--- src/rtl/testpat_pkg.sv ---
// Package testpat_pkg
// Shared selector encoding and sizes for the test image generator.
// Assumes: colour words are three equal-width channels.
package testpat_pkg;

    localparam int unsigned TP_CH_W  = 8;
    localparam int unsigned TP_NUM_CH = 3;
    localparam int unsigned TP_PIX_W = TP_CH_W * TP_NUM_CH;

    typedef enum logic [1:0] {
        TP_OFF     = 2'd0,
        TP_CHECKER = 2'd1,
        TP_RAMP    = 2'd2,
        TP_RSVD    = 2'd3
    } tp_mode_e;

endpackage

--- src/rtl/tp_row_phase.sv ---
// Module tp_row_phase
// Counts line-start pulses since the last frame start and flips a phase
// bit each time the count reaches the programmed alternation period.
// Assumes: a period of 0 stands for 2**CNT_W lines (counter wraps).
module tp_row_phase #(
    parameter int unsigned CNT_W = 8
) (
    input  logic             clk,
    input  logic             rst_n,
    input  logic             frame_start_i,
    input  logic             line_start_i,
    input  logic [CNT_W-1:0] period_i,
    output logic             phase_o
);

    logic [CNT_W-1:0] line_cnt_q;
    logic [CNT_W-1:0] line_cnt_inc;
    logic             period_hit;

    // Next count value and end-of-period detect.
    always_comb begin
        line_cnt_inc = line_cnt_q + 1'b1;
        period_hit   = (line_cnt_inc == period_i);
    end

    // Line counter and phase register; frame start takes priority.
    always_ff @(posedge clk) begin
        if (!rst_n) begin
            line_cnt_q <= '0;
            phase_o    <= 1'b0;
        end else if (frame_start_i) begin
            line_cnt_q <= '0;
            phase_o    <= 1'b0;
        end else if (line_start_i) begin
            if (period_hit) begin
                line_cnt_q <= '0;
                phase_o    <= ~phase_o;
            end else begin
                line_cnt_q <= line_cnt_inc;
            end
        end
    end

endmodule

--- src/rtl/tp_checker_col.sv ---
// Module tp_checker_col
// Chooses colour A or B for the current pixel. At each data-enable rise
// the choice restarts from the row phase; each colour then runs for its
// own programmed length before the other takes over.
// Assumes: a run length of 0 stands for 2**CNT_W pixels.
module tp_checker_col #(
    parameter int unsigned CNT_W = 8
) (
    input  logic             clk,
    input  logic             rst_n,
    input  logic             de_i,
    input  logic             de_rise_i,
    input  logic             row_phase_i,
    input  logic [CNT_W-1:0] run_a_i,
    input  logic [CNT_W-1:0] run_b_i,
    output logic             use_b_o
);

    logic             sel_b_q;
    logic [CNT_W-1:0] run_cnt_q;
    logic [CNT_W-1:0] cur_cnt;
    logic [CNT_W-1:0] cur_cnt_inc;
    logic [CNT_W-1:0] cur_len;
    logic             run_done;

    // Current colour and position within its run, restarted at line start.
    always_comb begin
        use_b_o     = de_rise_i ? row_phase_i : sel_b_q;
        cur_cnt     = de_rise_i ? '0 : run_cnt_q;
        cur_len     = use_b_o ? run_b_i : run_a_i;
        cur_cnt_inc = cur_cnt + 1'b1;
        run_done    = (cur_cnt_inc == cur_len);
    end

    // Advance the run state on each active pixel.
    always_ff @(posedge clk) begin
        if (!rst_n) begin
            sel_b_q   <= 1'b0;
            run_cnt_q <= '0;
        end else if (de_i) begin
            if (run_done) begin
                sel_b_q   <= ~use_b_o;
                run_cnt_q <= '0;
            end else begin
                sel_b_q   <= use_b_o;
                run_cnt_q <= cur_cnt_inc;
            end
        end
    end

endmodule

--- src/rtl/tp_ramp.sv ---
// Module tp_ramp
// Produces a per-line ramp: every channel is zero on the first active
// pixel and grows by the step on each following pixel, wrapping.
// Assumes: all channels share one step; one accumulator per channel.
module tp_ramp #(
    parameter int unsigned CH_W   = 8,
    parameter int unsigned NUM_CH = 3
) (
    input  logic                   clk,
    input  logic                   rst_n,
    input  logic                   de_i,
    input  logic                   de_rise_i,
    input  logic [CH_W-1:0]        step_i,
    output logic [NUM_CH*CH_W-1:0] level_o
);

    for (genvar ch = 0; ch < NUM_CH; ch++) begin : g_chan
        logic [CH_W-1:0] acc_q;
        logic [CH_W-1:0] cur;

        // Channel value for the current pixel.
        always_comb begin
            cur = de_rise_i ? '0 : acc_q;
        end

        // Accumulate the step on each active pixel.
        always_ff @(posedge clk) begin
            if (!rst_n) begin
                acc_q <= '0;
            end else if (de_i) begin
                acc_q <= cur + step_i;
            end
        end

        assign level_o[ch*CH_W +: CH_W] = cur;
    end

endmodule

--- src/rtl/testpat_gen.sv ---
// Module testpat_gen
// Test image generator top. Latches the selector at frame start, builds
// the checkerboard and ramp candidates, and registers the chosen pixel
// together with a one-cycle-delayed data-enable.
// Assumes: strobes come from a timing generator in the clk domain and
// the colour, run and step settings are steady during a frame.
module testpat_gen
    import testpat_pkg::*;
#(
    parameter int unsigned CNT_W = 8
) (
    input  logic                clk,
    input  logic                rst_n,
    input  logic                de_i,
    input  logic                line_start_i,
    input  logic                frame_start_i,
    input  logic [1:0]          mode_i,
    input  logic [TP_PIX_W-1:0] color_a_i,
    input  logic [TP_PIX_W-1:0] color_b_i,
    input  logic [CNT_W-1:0]    run_a_i,
    input  logic [CNT_W-1:0]    run_b_i,
    input  logic [CNT_W-1:0]    alt_lines_i,
    input  logic [TP_CH_W-1:0]  ramp_step_i,
    input  logic [TP_PIX_W-1:0] pass_pix_i,
    output logic [TP_PIX_W-1:0] pix_o,
    output logic                valid_o
);

    tp_mode_e            mode_q;
    logic                de_rise;
    logic                row_phase;
    logic                use_b;
    logic [TP_PIX_W-1:0] ramp_pix;
    logic [TP_PIX_W-1:0] pix_nxt;

    // Start of an active run: valid_o holds last cycle's data-enable.
    always_comb begin
        de_rise = de_i & ~valid_o;
    end

    // Capture the selector only on frame start.
    always_ff @(posedge clk) begin
        if (!rst_n) begin
            mode_q <= TP_OFF;
        end else if (frame_start_i) begin
            mode_q <= tp_mode_e'(mode_i);
        end
    end

    tp_row_phase #(
        .CNT_W (CNT_W)
    ) u_row (
        .clk           (clk),
        .rst_n         (rst_n),
        .frame_start_i (frame_start_i),
        .line_start_i  (line_start_i),
        .period_i      (alt_lines_i),
        .phase_o       (row_phase)
    );

    tp_checker_col #(
        .CNT_W (CNT_W)
    ) u_col (
        .clk         (clk),
        .rst_n       (rst_n),
        .de_i        (de_i),
        .de_rise_i   (de_rise),
        .row_phase_i (row_phase),
        .run_a_i     (run_a_i),
        .run_b_i     (run_b_i),
        .use_b_o     (use_b)
    );

    tp_ramp #(
        .CH_W   (TP_CH_W),
        .NUM_CH (TP_NUM_CH)
    ) u_ramp (
        .clk       (clk),
        .rst_n     (rst_n),
        .de_i      (de_i),
        .de_rise_i (de_rise),
        .step_i    (ramp_step_i),
        .level_o   (ramp_pix)
    );

    // Pick the pixel source for the active selector.
    always_comb begin
        unique case (mode_q)
            TP_CHECKER: pix_nxt = de_i ? (use_b ? color_b_i : color_a_i) : '0;
            TP_RAMP:    pix_nxt = de_i ? ramp_pix : '0;
            default:    pix_nxt = pass_pix_i;
        endcase
    end

    // Output register stage for pixel and valid flag.
    always_ff @(posedge clk) begin
        if (!rst_n) begin
            pix_o   <= '0;
            valid_o <= 1'b0;
        end else begin
            pix_o   <= pix_nxt;
            valid_o <= de_i;
        end
    end

endmodule

--- config.mk ---
export PLATFORM = sky130hd
export DESIGN_NAME = testpat_gen
export DESIGN_NICKNAME = d
export VERILOG_FILES = /design/src/rtl/testpat_pkg.sv /design/src/rtl/tp_row_phase.sv /design/src/rtl/tp_checker_col.sv /design/src/rtl/tp_ramp.sv /design/src/rtl/testpat_gen.sv
export SDC_FILE = /design/constraint.sdc
export NUM_CORES = 1
export LEC_CHECK = 0
export ABC_CLOCK_PERIOD_IN_PS = 3250
export BUFFER_PORTS_ARGS = -buffer_cell sky130_fd_sc_hd__buf_2
export CORE_MARGIN = 3
export CORE_UTILIZATION = 45
export CTS_BUF_LIST = sky130_fd_sc_hd__clkbuf_4
export CTS_CLUSTER_DIAMETER = 30
export DETAILED_ROUTE_END_ITERATION = 6
export GPL_TIMING_DRIVEN = 0
export PLACE_DENSITY = 0.79
export RECOVER_POWER = 100
export REMOVE_ABC_BUFFERS = 1
export SLEW_MARGIN = 5
export SYNTH_ARGS = -nofsm -noshare
export SYNTH_HDL_FRONTEND = slang
export SYNTH_HIERARCHICAL = 1
export SYNTH_SLANG_ARGS = --single-unit
--- constraint.sdc ---
create_clock -name clk -period 3.25 [get_ports clk]
set_input_delay 0.65 -clock clk [delete_from_list [all_inputs] [get_ports clk]]
set_output_delay 0.65 -clock clk [all_outputs]
set_load 0.05 [all_outputs]
==> Implementation_results.wiki <==
{| class="wikitable"
! Metric !! Value
|-
| Count of final max-slew check failures || 0
|-
| Total GRT Usage || 20.67%
|-
| Number of setup violations in the final report || 0
|-
| Number of unique standard cell types used by synthesis || 72
|-
| Status || completed
|-
| Share of final-layout standard cells stronger than drive strength 1 || 19.61%
|-
| Final Total Pwr || 2040 uW
|-
| FP Rows || 39
|-
| Final Non-Filler Cells || 908
|-
| Post-synth top area cell || sky130_fd_sc_hd__dfxtp_1
|-
| Clock edge transition at the registers on the reported setup and hold paths || 0.11 ns
|-
| Final critical-path required period || 3.047 ns
|-
| Number of hold-repair buffers added at the cts stage || 0
|-
| Crit path DAT || 3.35 ns
|-
| Slew at the pin closest to its max-slew limit || 1.334 ns
|-
| Number of global-route vias before repair || 4804
|-
| Synth area leaders || sky130_fd_sc_hd__dfxtp_1, sky130_fd_sc_hd__mux2i_1, sky130_fd_sc_hd__ha_1
|-
| DRT Pass-1 Iters || 5
|-
| Gate count after technology mapping || 661
|-
| Number of max-cap violations || 0
|-
| Pre-CTS setup slack || -1.401 ns
|-
| Number of cells in the design after placement || 891
|-
| TritonCTS clock tree || yes
|-
| Max-slew headroom || 10.26%
|-
| Nature of the critical path endpoint || register
|-
| Horizontal die dimension || 116.8 um
|-
| Hpwl dp || 10350 um
|-
| Final-report hold violation count || 0
|-
| DR DRC count || 0
|-
| Combined area of all synthesized cells || 0.005523 mm2
|-
| Number of diodes added for antenna fixing || 0
|-
| Internal reg-to-reg setup slack || 0.31 ns
|-
| Die area || 0.01364 mm2
|-
| Area share of the largest cell type after synthesis || 25.01%
|-
| Master cell of the clock root buffer || sky130_fd_sc_hd__clkbuf_4
|-
| Routed vias || 5200
|-
| Required time of the critical path || 3.55 ns
|-
| Mean routed wirelength per cell || 15.83 um
|-
| Number of input and output port buffers inserted || 135
|-
| Overall overflow remaining after global route || 0
|-
| Leading cell type by number of instances after synthesis || sky130_fd_sc_hd__dfxtp_1
|-
| Number of flops mapped to enable cells by yosys || 0
|-
| PD cells || 329.8 mW/mm2
|-
| Antenna violations before repair || 0
|-
| Fin crit share || 93.76%
|-
| Launch point of the worst reg-to-reg path || u_row/line_cnt_q[0]
|-
| First-iteration detailed-routing DRC count || 413
|-
| Clock Latency Late Sink || 0.42 ns
|-
| Leakage power || 0.002483 uW
|-
| Post-synth ARST share || 0%
|-
| Clk sinks || 69
|-
| Max rail drop VDD || 0.1778 mV
|-
| Final #Nets || 898
|-
| Starting density of the core || 47.16%
|-
| Wire length of the first global-routing pass || 22890 um
|-
| Average footprint of a synthesized cell || 8.355 um2
|-
| Max Freq || 328.2 MHz
|-
| Prevailing post-synth register cell || sky130_fd_sc_hd__dfxtp_1
|-
| CP Max Fanout || 78
|-
| Class of the worst hold path || register to register
|-
| Length in cells of the worst reg-to-reg path || 6
|-
| DRT Wirelength || 14380 um
|-
| I/O pins || 136
|-
| Post-synthesis sequential element count || 69
|-
| Via density per instance || 5.727
|-
| Final worst clock skew || 0.01450 ns
|-
| Synthesis-to-finish area growth || 11.96%
|-
| Synth cell count leaders || sky130_fd_sc_hd__dfxtp_1, sky130_fd_sc_hd__nand2_1, sky130_fd_sc_hd__nand3_1
|-
| Final ANT Viol Nets || 0
|-
| Worst hold path endpoint || u_ramp/g_chan[1].acc_q[3]
|-
| Weighted congestion reported at the end of routability-driven placement || 0.8725
|-
| Worst hold start || u_ramp/g_chan[1].acc_q[3]
|-
| Height of the chip || 116.8 um
|-
| CTS Buffer Depth || 2
|-
| Setup Total Neg Slack || 0 ns
|-
| RSZ-0062 raised after global routing || false
|-
| Destination of the worst register-to-register timing path || u_row/phase_o
|-
| Maximum number of pins on one net before global-route repair || 79
|-
| Sequential share of the synthesized area || 25.01%
|-
| Min-Delay Path Depth || 2
|-
| Setup slack of the critical path after layout || 0.2027 ns
|-
| Num CTS Buffers || 9
|-
| Maximum level of the CTS H-tree || 3
|-
| Critical path startpoint category || input pin
|-
| Count of yosys warnings during synthesis || 6
|-
| Area of the core || 0.01171 mm2
|-
| Critical path type || input pin to register
|}
-- stage by stage --
step / utilization (%) / hold slack (ns) / instance area [um2]
detailed placement: 52.16 / 0.4556 / 6108
global placement: 51.90 / 0.4506 / 6078
CTS: 53.25 / 0.4627 / 6236
global route: 52.80 / 0.5041 / 6183
finish: 52.80 / 0.4740 / 6183
floorplan: - / 0.4406 / 5224
-- placed cells by master (no fill, tap or decap), types with 5 or more instances in the layout --
| cell type | n |
|---|---|
| sky130_fd_sc_hd__nand4_1 | 7 |
| sky130_fd_sc_hd__xor2_1 | 9 |
| sky130_fd_sc_hd__ha_1 | 23 |
| sky130_fd_sc_hd__nor2b_1 | 28 |
| sky130_fd_sc_hd__nand3b_1 | 10 |
| sky130_fd_sc_hd__clkbuf_1 | 25 |
| sky130_fd_sc_hd__o31ai_1 | 6 |
| sky130_fd_sc_hd__o21ai_0 | 10 |
| sky130_fd_sc_hd__inv_1 | 24 |
| sky130_fd_sc_hd__o221ai_1 | 29 |
| sky130_fd_sc_hd__xnor2_1 | 17 |
| sky130_fd_sc_hd__o211ai_1 | 12 |
| sky130_fd_sc_hd__a21oi_1 | 20 |
| sky130_fd_sc_hd__nor3_1 | 22 |
| sky130_fd_sc_hd__nand3_1 | 43 |
| sky130_fd_sc_hd__a21o_1 | 5 |
| sky130_fd_sc_hd__a2bb2oi_1 | 5 |
| sky130_fd_sc_hd__buf_2 | 109 |
| sky130_fd_sc_hd__and2_1 | 9 |
| sky130_fd_sc_hd__nor2_1 | 31 |
| sky130_fd_sc_hd__nand2b_1 | 23 |
| sky130_fd_sc_hd__and2_0 | 18 |
| sky130_fd_sc_hd__a211o_1 | 6 |
| sky130_fd_sc_hd__dfxtp_1 | 69 |
| sky130_fd_sc_hd__o22ai_1 | 8 |
| sky130_fd_sc_hd__clkbuf_4 | 11 |
| sky130_fd_sc_hd__nor3b_1 | 5 |
| sky130_fd_sc_hd__mux2i_1 | 42 |
| sky130_fd_sc_hd__o21a_1 | 10 |
| sky130_fd_sc_hd__nand2_1 | 47 |
-- where the power goes --
group	switching [uW]	internal, uW
Clock	312	169
Combinational	375	250
Sequential	29.0	904
-- per-layer routing --
metal	GRT usage, %	part of all wire, %
met2	33.56	48
met1	28.14	46
met3	4.113	4.0
met4	5.505	1.5
met5	0	0
-- layout make-up --
type | count | area, um2
clock buffers | 11 | 82.58
clock inverters | 5 | 27.53
fillers | 1145 | 5528
inverters | 25 | 98.84
multi-input cells | 518 | 3727
flip-flops and latches | 69 | 1381
well taps | 143 | 178.9
repair buffers | 137 | 686.9
-- how the worst max path moves through the flow --
stage,slack (ns),cells after the start,to,startpoint
after floorplan,-1.20,9,u_col/sel_b_q,de_i
after global placement,-3.67,10,u_col/sel_b_q,de_i
after detailed placement,-1.40,10,u_col/sel_b_q,de_i
after CTS,0.07,10,u_col/sel_b_q,de_i
after global routing,0.05,10,u_col/sel_b_q,de_i
final,0.20,10,u_col/sel_b_q,de_i
-- critical path, stage by stage --
cell and delay (ns):
sky130_fd_sc_hd__buf_12 0.28, sky130_fd_sc_hd__nor2b_4 0.26, sky130_fd_sc_hd__mux2i_4 0.44, sky130_fd_sc_hd__inv_6 0.25, sky130_fd_sc_hd__mux2i_1 0.31, sky130_fd_sc_hd__a311oi_1 0.10, sky130_fd_sc_hd__a21oi_1 0.24, sky130_fd_sc_hd__o211ai_2 0.21
sky130_fd_sc_hd__or2_0 0.25, sky130_fd_sc_hd__a221o_1 0.32
-- timing repair --
item	CTS	global route
endpoints found under the setup margin	48	4
gates resized for setup	3	2
setup buffers	1	0
-- registers in the layout, summed over array words and instances (netlist names) --
name,flops
mode_q,2
pix_o,24
u_col/run_cnt_q,8
u_col/sel_b_q,1
u_ramp/g_chan.acc_q,24
u_row/line_cnt_q,8
u_row/phase_o,1
valid_o,1
-- cells by family (layout without fill, tap and decap cells) --
family,count (synthesis),in the layout,share of synthesized area (%)
AO/OA/AOI/OAI,149,149,20.91
XOR/XNOR,26,26,4.123
AND/OR/NAND/NOR,270,270,27.64
buffers and inverters,74,178,7.159
adder cells (fa/ha/maj),27,27,6.525
multiplexers,46,46,8.631
flip-flops,69,69,25.01
No activity file was read; power rests on OpenSTA's default activity.
